**src/rtl/tcs_pkg.sv**
```systemverilog
package tcs_pkg;
  localparam int FUNC_W   = 4;
  localparam int PREC_W   = 2;
  localparam int DAV_W    = 11;
  localparam int SMP_W    = 16;
  localparam int NUM_DATA = 12;
  localparam int ADDR_W   = 4;

  typedef enum logic [1:0] {
    PIN_PRESS       = 2'd0,
    PIN_ANY_DAV     = 2'd1,
    PIN_PRESS_NODAV = 2'd2,
    PIN_ALT         = 2'd3
  } pin_src_e;

  // Ready group that a finished conversion of function f sets.
  function automatic logic [DAV_W-1:0] func_mask(input logic [FUNC_W-1:0] f);
    case (f)
      4'd1:       func_mask = 11'h600;
      4'd2:       func_mask = 11'h780;
      4'd3:       func_mask = 11'h400;
      4'd4:       func_mask = 11'h200;
      4'd5:       func_mask = 11'h180;
      4'd6:       func_mask = 11'h040;
      4'd7:       func_mask = 11'h030;
      4'd8, 4'd9: func_mask = 11'h010;
      4'd10:      func_mask = 11'h004;
      4'd11:      func_mask = 11'h070;
      4'd12:      func_mask = 11'h002;
      default:    func_mask = '0;
    endcase
  endfunction

  function automatic logic is_touch(input logic [FUNC_W-1:0] f);
    is_touch = (f >= 4'd1) && (f <= 4'd5);
  endfunction

  function automatic logic is_single(input logic [FUNC_W-1:0] f);
    case (f)
      4'd3, 4'd4, 4'd5, 4'd6, 4'd7, 4'd8, 4'd10, 4'd12: is_single = 1'b1;
      default: is_single = 1'b0;
    endcase
  endfunction

  function automatic int res_bits(input int p);
    case (p)
      1:       res_bits = 8;
      2:       res_bits = 10;
      default: res_bits = 12;
    endcase
  endfunction

  // Ready bit owned by data address a (one-hot, zero if none).
  function automatic logic [DAV_W-1:0] addr_dav_bit(input logic [ADDR_W-1:0] a);
    addr_dav_bit = '0;
    if (a < 4'd4)
      addr_dav_bit[4'd10 - a] = 1'b1;
    else if (a > 4'd4 && a < 4'(NUM_DATA))
      addr_dav_bit[4'd11 - a] = 1'b1;
  endfunction
endpackage

```
**src/rtl/tcs_seq_core.sv**
```systemverilog
module tcs_seq_core
  import tcs_pkg::*;
#(
  parameter int CONV_CYCLES = 16
) (
  input  logic              clk,
  input  logic              rst_n,
  input  logic              ctrl_we,
  input  logic              ctrl_en,
  input  logic [FUNC_W-1:0] next_func,
  input  logic [PREC_W-1:0] next_prec,
  input  logic              pen,
  input  logic [DAV_W-1:0]  dav_clr,
  output logic              enabled,
  output logic              busy,
  output logic [PREC_W-1:0] prec_q,
  output logic [DAV_W-1:0]  dav
);
  localparam int CNT_W = $clog2(CONV_CYCLES + 1);

  logic [CNT_W-1:0]  cnt;
  logic [FUNC_W-1:0] func_q;
  logic abort, pen_ok, start, expire, ss_stop;

  assign abort   = ctrl_we && !ctrl_en;
  assign pen_ok  = !is_touch(next_func) || pen;
  assign start   = enabled && !busy && (dav == '0) && !abort &&
                   (func_mask(next_func) != '0) && pen_ok;
  assign expire  = busy && (cnt == '0) && !abort;
  assign ss_stop = enabled && is_single(next_func) && pen_ok && (dav != '0);

  always_ff @(posedge clk or negedge rst_n) begin
    if (!rst_n) begin
      enabled <= 1'b0;
      busy    <= 1'b0;
      cnt     <= '0;
      func_q  <= '0;
      prec_q  <= '0;
      dav     <= '0;
    end else begin
      if (ctrl_we)      enabled <= ctrl_en;
      else if (ss_stop) enabled <= 1'b0;

      if (abort) begin
        busy <= 1'b0;
      end else if (start) begin
        busy   <= 1'b1;
        cnt    <= CNT_W'(CONV_CYCLES - 1);
        func_q <= next_func;
        prec_q <= next_prec;
      end else if (busy) begin
        if (cnt == '0) busy <= 1'b0;
        else           cnt  <= cnt - 1'b1;
      end

      dav <= (dav & ~dav_clr) | (expire ? func_mask(func_q) : '0);
    end
  end

  a_r3_busy_holds: assert property (@(posedge clk) disable iff (!rst_n)
    (busy && cnt != '0 && !abort) |=> busy);
  a_r3_done_sets_dav: assert property (@(posedge clk) disable iff (!rst_n)
    (busy && cnt == '0 && !abort) |=> (dav != '0));
  a_r2_no_start_with_dav: assert property (@(posedge clk) disable iff (!rst_n)
    (!busy && dav != '0) |=> !busy);
  a_r5_abort_clears: assert property (@(posedge clk) disable iff (!rst_n)
    abort |=> (!busy && !enabled));
  a_r4_single_stops: assert property (@(posedge clk) disable iff (!rst_n)
    (!ctrl_we && enabled && dav != '0 && is_single(next_func) && pen_ok) |=> !enabled);
endmodule

```
**src/rtl/tcs_trunc.sv**
```systemverilog
module tcs_trunc
  import tcs_pkg::*;
(
  input  logic [SMP_W-1:0]  sample,
  input  logic [PREC_W-1:0] prec,
  output logic [SMP_W-1:0]  result
);
  localparam int NPREC = 1 << PREC_W;

  logic [NPREC-1:0][SMP_W-1:0] shifted;

  for (genvar p = 0; p < NPREC; p++) begin : g_res
    localparam int SH = SMP_W - res_bits(p);
    assign shifted[p] = sample >> SH;
  end

  assign result = shifted[prec];

  always_comb begin
    a_r7_width_bound: assert (result < (SMP_W'(1) << 12));
  end
endmodule

```
**src/rtl/tcs_pen_pin.sv**
```systemverilog
module tcs_pen_pin
  import tcs_pkg::*;
(
  input  logic     clk,
  input  logic     rst_n,
  input  logic     en,
  input  logic     pen,
  input  logic     dav_any,
  input  pin_src_e src,
  output logic     pen_irq_n
);
  logic active;

  always_comb begin
    case (src)
      PIN_PRESS:   active = pen;
      PIN_ANY_DAV: active = dav_any;
      default:     active = pen && !dav_any;
    endcase
  end

  always_ff @(posedge clk or negedge rst_n) begin
    if (!rst_n) pen_irq_n <= 1'b1;
    else        pen_irq_n <= !(en && active);
  end

  a_r8_off_when_disabled: assert property (@(posedge clk) disable iff (!rst_n)
    !en |=> pen_irq_n);
endmodule

```
**src/rtl/touch_conv_seq.sv**
```systemverilog
module touch_conv_seq
  import tcs_pkg::*;
#(
  parameter int CONV_CYCLES = 16
) (
  input  logic                             clk,
  input  logic                             rst_n,
  input  logic                             cmd_valid,
  output logic                             cmd_ready,
  input  logic                             cmd_write,
  input  logic                             cmd_page,
  input  logic [ADDR_W-1:0]                cmd_addr,
  input  logic [15:0]                      cmd_wdata,
  output logic                             rsp_valid,
  output logic [15:0]                      rsp_data,
  input  logic                             pen_down,
  input  logic [NUM_DATA-1:0][SMP_W-1:0]   smp_in,
  output logic                             pen_irq_n,
  output logic                             dav_irq_n
);
  logic              host_mode;
  logic [FUNC_W-1:0] next_func;
  logic [PREC_W-1:0] next_prec;
  logic [7:0]        filter;
  pin_src_e          pin_src;

  logic enabled, busy;
  logic [PREC_W-1:0] prec_q;
  logic [DAV_W-1:0]  dav, dav_clr;
  logic [SMP_W-1:0]  sel_smp, trunc_smp;
  logic [15:0]       rd_val;

  logic wr, rd, ctrl0_we, stat_we;

  assign cmd_ready = 1'b1;
  assign wr        = cmd_valid && cmd_write;
  assign rd        = cmd_valid && !cmd_write;
  assign ctrl0_we  = wr && cmd_page && (cmd_addr == 4'd0);
  assign stat_we   = wr && cmd_page && (cmd_addr == 4'd1);
  assign dav_clr   = (rd && !cmd_page) ? addr_dav_bit(cmd_addr) : '0;

  always_ff @(posedge clk or negedge rst_n) begin
    if (!rst_n) begin
      host_mode <= 1'b0;
      next_func <= '0;
      next_prec <= '0;
      filter    <= '0;
      pin_src   <= PIN_PRESS_NODAV;
    end else begin
      if (ctrl0_we) begin
        host_mode <= cmd_wdata[15];
        next_func <= cmd_wdata[13:10];
        next_prec <= cmd_wdata[9:8];
        filter    <= cmd_wdata[7:0];
      end
      if (stat_we) pin_src <= pin_src_e'(cmd_wdata[15:14]);
    end
  end

  tcs_seq_core #(.CONV_CYCLES(CONV_CYCLES)) u_core (
    .clk       (clk),
    .rst_n     (rst_n),
    .ctrl_we   (ctrl0_we),
    .ctrl_en   (!cmd_wdata[14]),
    .next_func (next_func),
    .next_prec (next_prec),
    .pen       (pen_down),
    .dav_clr   (dav_clr),
    .enabled   (enabled),
    .busy      (busy),
    .prec_q    (prec_q),
    .dav       (dav)
  );

  assign sel_smp = (cmd_addr < ADDR_W'(NUM_DATA)) ? smp_in[cmd_addr] : '0;

  tcs_trunc u_trunc (
    .sample (sel_smp),
    .prec   (prec_q),
    .result (trunc_smp)
  );

  tcs_pen_pin u_pen (
    .clk       (clk),
    .rst_n     (rst_n),
    .en        (enabled),
    .pen       (pen_down),
    .dav_any   (dav != '0),
    .src       (pin_src),
    .pen_irq_n (pen_irq_n)
  );

  assign dav_irq_n = (dav == '0);

  always_comb begin
    rd_val = 16'hFFFF;
    if (!cmd_page) begin
      if (cmd_addr != 4'd4 && cmd_addr < ADDR_W'(NUM_DATA)) rd_val = trunc_smp;
    end else begin
      case (cmd_addr)
        4'd0: rd_val = {pen_down, !busy, next_func, next_prec, filter};
        4'd1: rd_val = {pin_src, !enabled, host_mode, dav != '0, dav};
        default: rd_val = 16'hFFFF;
      endcase
    end
  end

  always_ff @(posedge clk or negedge rst_n) begin
    if (!rst_n) begin
      rsp_valid <= 1'b0;
      rsp_data  <= '0;
    end else begin
      rsp_valid <= rd;
      if (rd) rsp_data <= rd_val;
    end
  end

  a_r11_rsp_follows_read: assert property (@(posedge clk) disable iff (!rst_n)
    rsp_valid |-> $past(cmd_valid && !cmd_write));
  a_r6_read_clears_own: assert property (@(posedge clk) disable iff (!rst_n)
    (rd && !cmd_page && cmd_addr == 4'd0 && !busy) |=> !dav[10]);
  a_r9_dav_pin_tracks: assert property (@(posedge clk) disable iff (!rst_n)
    $past(dav_clr == '0 && !busy && dav != '0) |-> !dav_irq_n);
endmodule

```
**config.mk**
```make
export PLATFORM = sky130hd
export DESIGN_NAME = touch_conv_seq
export DESIGN_NICKNAME = d
export VERILOG_FILES = /design/src/rtl/tcs_pkg.sv /design/src/rtl/tcs_seq_core.sv /design/src/rtl/tcs_trunc.sv /design/src/rtl/tcs_pen_pin.sv /design/src/rtl/touch_conv_seq.sv
export SDC_FILE = /design/constraint.sdc
export NUM_CORES = 1
export LEC_CHECK = 0
export CAP_MARGIN = 20
export CORE_ASPECT_RATIO = 1.1
export CORE_MARGIN = 10
export CORE_UTILIZATION = 50
export CTS_BUF_LIST = sky130_fd_sc_hd__clkbuf_2 sky130_fd_sc_hd__clkbuf_4 sky130_fd_sc_hd__clkbuf_8
export CTS_CLUSTER_SIZE = 10
export DETAILED_ROUTE_END_ITERATION = 6
export DONT_BUFFER_PORTS = 1
export SYNTH_ARGS = -nofsm -noshare
export SYNTH_HDL_FRONTEND = slang
export SYNTH_SLANG_ARGS = --single-unit
```
**constraint.sdc**
```tcl
create_clock -name clk -period 2.33 [get_ports clk]
set_input_delay 0.1165 -clock clk [delete_from_list [all_inputs] [get_ports clk]]
set_output_delay 0.1165 -clock clk [all_outputs]
set_load 0.1 [all_outputs]
```
==> impl_metrics.json <==
{
  "status": "finished, final reports clean",
  "routed_wl_um": 14500,
  "critPathArrivalTime_ns": 2.36,
  "yosysWarnings": 0,
  "met1_usage_pct": 26.8,
  "dp_hpwl_um": 11300,
  "drtAntennaViolNets": 0,
  "portBuffers": 0,
  "initialDrtViolationCount": 265,
  "reg2reg_from": "next_func[0]$_DFFE_PN0N_",
  "worstPathRequired_ns": 2.56,
  "p_int_mw": 2.64,
  "drcViolationCount": 0,
  "yosysSeqAreaShare_pct": 33.5,
  "setup.worst_path.start": "next_func[0]$_DFFE_PN0N_",
  "ff2ff_setup_slack_ns": 0.20,
  "synth.distinct_cells": 65,
  "cts_tree": "done",
  "grt.total_usage_pct": 22.1,
  "ys_ff_latch": 59,
  "max-clock-path-buffers": 2,
  "max-vdd-ir-drop_mv": 0.479,
  "cts.clk_slew.worst_paths_ns": 0.07,
  "grt_first_pass_wirelength_um": 22400,
  "critPathMaxFanout": 12,
  "routed-via-count": 3738,
  "die_h_um": 119,
  "fin_skew_ns": 0.00596,
  "hold_path_depth": 3,
  "initial_core_util_pct": 52.0,
  "tightestPinTransition_ns": 0.912,
  "wl_per_cell_um": 25.4,
  "layout-drive-gt1-share_pct": 20.3,
  "hold_slack_ns": 0.0132,
  "synthFlopType": "dfrtp_1",
  "grt_util_met2_pct": 34.5,
  "dieArea_um2": 13000,
  "grt_util_met3_pct": 10.7,
  "finalCritPeriodShare_pct": 91.4,
  "pwr-share-seq_pct": 34.3,
  "synth_area_um2": 4420,
  "firstDrtPassIters": 5,
  "cts-root-buf": "clkbuf_8",
  "die_width_um": 110,
  "clock_latency_ns": 0.34,
  "nFillCells": 726,
  "rr_endpoint": "u_core.prec_q[1]$_DFFE_PN0P_",
  "gr-total-overflow": 0,
  "grt_pass1_vias": 3898,
  "cts.sinks": 59,
  "critPathKind": "reg -> reg",
  "nNetsFinal": 685,
  "synth_nets": 653,
  "gp_congestion": 0.968,
  "numCtsBuffers": 9,
  "syn_to_final_growth_pct": 15.1,
  "critPathLaunchType": "flop",
  "rows": 35,
  "cts.htree.levels": 3,
  "drv_cap": 0,
  "ys_async_sr_fraction_pct": 100,
  "pwr-share-comb_pct": 39.1,
  "worst_r2r_path_depth": 8,
  "synth_area_per_cell_um2": 10.5,
  "final_max_slew_viol_count": 0,
  "core_um2": 8500,
  "postCtsSetupBuffers": 0,
  "p_leak_nw": 2.15,
  "vias_per_cell": 6.52,
  "rsz0062_at_grt": "false",
  "tns_ns": 0,
  "power.share.clock_pct": 26.5,
  "powerDensity_nw_per_um2": 869,
  "antenna_found_initial": 5,
  "post-route-min-period_ns": 2.13,
  "end_kind": "flop",
  "max_freq_ghz": 0.469,
  "finalSetupViolCount": 0,
  "synth_cells": 422,
  "endpoint": "u_core.prec_q[1]$_DFFE_PN0P_",
  "p_switching_mw": 1.78,
  "p_sw_share_pct": 40.3,
  "grt_most_used_layer": "met2",
  "hold_class": "in -> reg",
  "top_level_ports": 238,
  "grt_max_degree": 60,
  "final_core_util_pct": 59.8,
  "max_slew_margin_pct": 39.2,
  "synth_edf_count": 0,
  "hold_viol_final": 0
}
layer usage:
layer | part of all wire (%) | wire length (µm)
met4 | 1.4 | 197
met3 | 12 | 1710
met2 | 47 | 6900
met1 | 39 | 5720
met5 | 0.19 | 27
final cells by class:
cell class                 count  area, µm²  share of cell area [%]
inverter                      15       56.3                    1.11
sequential                    59       1480                    29.1
timing repair buffer          50        453                    8.91
multi-input combinational    319       2700                    53.2
clock buffer                  11        145                    2.86
clock inverter                 5        100                    1.97
antenna                        3       7.51                   0.148
tap                          111        139                    2.73
Yosys cell counts (4+ instances only):
| master | instances | area (µm²) |
|---|---|---|
| mux2_1 | 18 | 203 |
| ha_1 | 13 | 163 |
| nor4_1 | 5 | 31.3 |
| o211ai_1 | 5 | 37.5 |
| o22ai_1 | 4 | 25.0 |
| mux4_2 | 30 | 676 |
| nand2_1 | 43 | 161 |
| a21oi_1 | 17 | 85.1 |
| mux2i_1 | 15 | 150 |
| o21ai_1 | 9 | 45.0 |
| nand3_1 | 9 | 45.0 |
| a21o_1 | 4 | 30.0 |
| dfrtp_1 | 57 | 1430 |
| a221oi_1 | 14 | 123 |
| clkbuf_1 | 11 | 41.3 |
| nand2b_1 | 7 | 43.8 |
| mux2_2 | 8 | 90.1 |
| inv_1 | 14 | 52.6 |
| buf_2 | 7 | 35.0 |
| a22oi_1 | 4 | 30.0 |
| buf_4 | 7 | 52.6 |
| o21ai_0 | 19 | 95.1 |
| nor3_1 | 4 | 20.0 |
| o31ai_1 | 5 | 37.5 |
| nor2_1 | 26 | 97.6 |
| nor2b_1 | 6 | 37.5 |
stage by stage:
stage | power, mW | setup WS [ns] | area (µm²) | std cells
after floorplan | 2.84 | 0.436 | 4420 | 422
after global placement | 3.17 | 0.311 | 4570 | 530
after detailed placement | 3.20 | 0.228 | 4570 | 530
after CTS | 4.43 | 0.214 | 5080 | 570
after global routing | 4.67 | 0.0426 | 5080 | 571
final | 4.42 | 0.200 | 5080 | 573
power groups by stage:
stage | clock network, mW | registers [mW] | logic [mW]
after floorplan | 0 | 1.73 | 1.10
after global routing | 1.24 | 1.55 | 1.88
after CTS | 1.19 | 1.51 | 1.73
after detailed placement | 0 | 1.53 | 1.67
after global placement | 0 | 1.52 | 1.65
final | 1.17 | 1.52 | 1.73
cell usage in the layout, fill, tap and decap left out, types with 6 or more instances in the layout:
cell type,count
clkbuf_8,10
mux2_2,8
nand3_1,9
buf_4,26
nand2b_1,7
ha_1,13
a221oi_1,14
o21ai_0,19
a21oi_1,17
mux2_1,18
dlygate4sd3_1,23
dfrtp_1,57
nor2_1,26
o21ai_1,9
nor2b_1,6
mux2i_1,15
mux4_2,30
nand2_1,43
inv_1,14
cells by family after synthesis:
| group | Yosys count | share of synthesized area [%] |
|---|---|---|
| simple gates | 120 | 13.3 |
| compound gates | 108 | 16.9 |
| mux | 73 | 26.5 |
| flops | 59 | 33.5 |
| buf+inv | 44 | 5.30 |
| fa+ha+maj | 13 | 3.68 |
| xor+xnor | 4 | 0.793 |
| other cells | 1 | 0.0849 |
state kept, by name (all words and copies together) (netlist names), 4 cells and up:
signal         count
rsp_data          16
u_core.dav        11
filter             8
u_core.cnt         5
next_func          4
u_core.func_q      4
repair_timing:
action / CTS / global route
endpoints found under the hold margin: 84 / 0
endpoints found under the setup margin: 0 / 0
hold buffers: 24 / 0
resized for setup: 0 / 0
how the worst min path moves through the flow:
stage | from | endpoint
finish | pen_down | u_pen.pen_irq_n$_DFF_PN1_
global placement | rst_n | rsp_data[2]$_DFFE_PN0P_
CTS | pen_down | u_pen.pen_irq_n$_DFF_PN1_
floorplan | rst_n | filter[0]$_DFFE_PN0N_
detailed placement | rst_n | rsp_data[2]$_DFFE_PN0P_
global route | pen_down | u_pen.pen_irq_n$_DFF_PN1_
worst max-delay path, stage by stage, from the launching register on:
cell	delay, ns
dfrtp_1	0.43
inv_1	0.18
ha_1	0.26
a21oi_1	0.08
o32ai_1	0.29
nor3b_1	0.10
nand4b_1	0.11
buf_4	0.22
mux2_1	0.34
(Power assumes the default switching activity.)
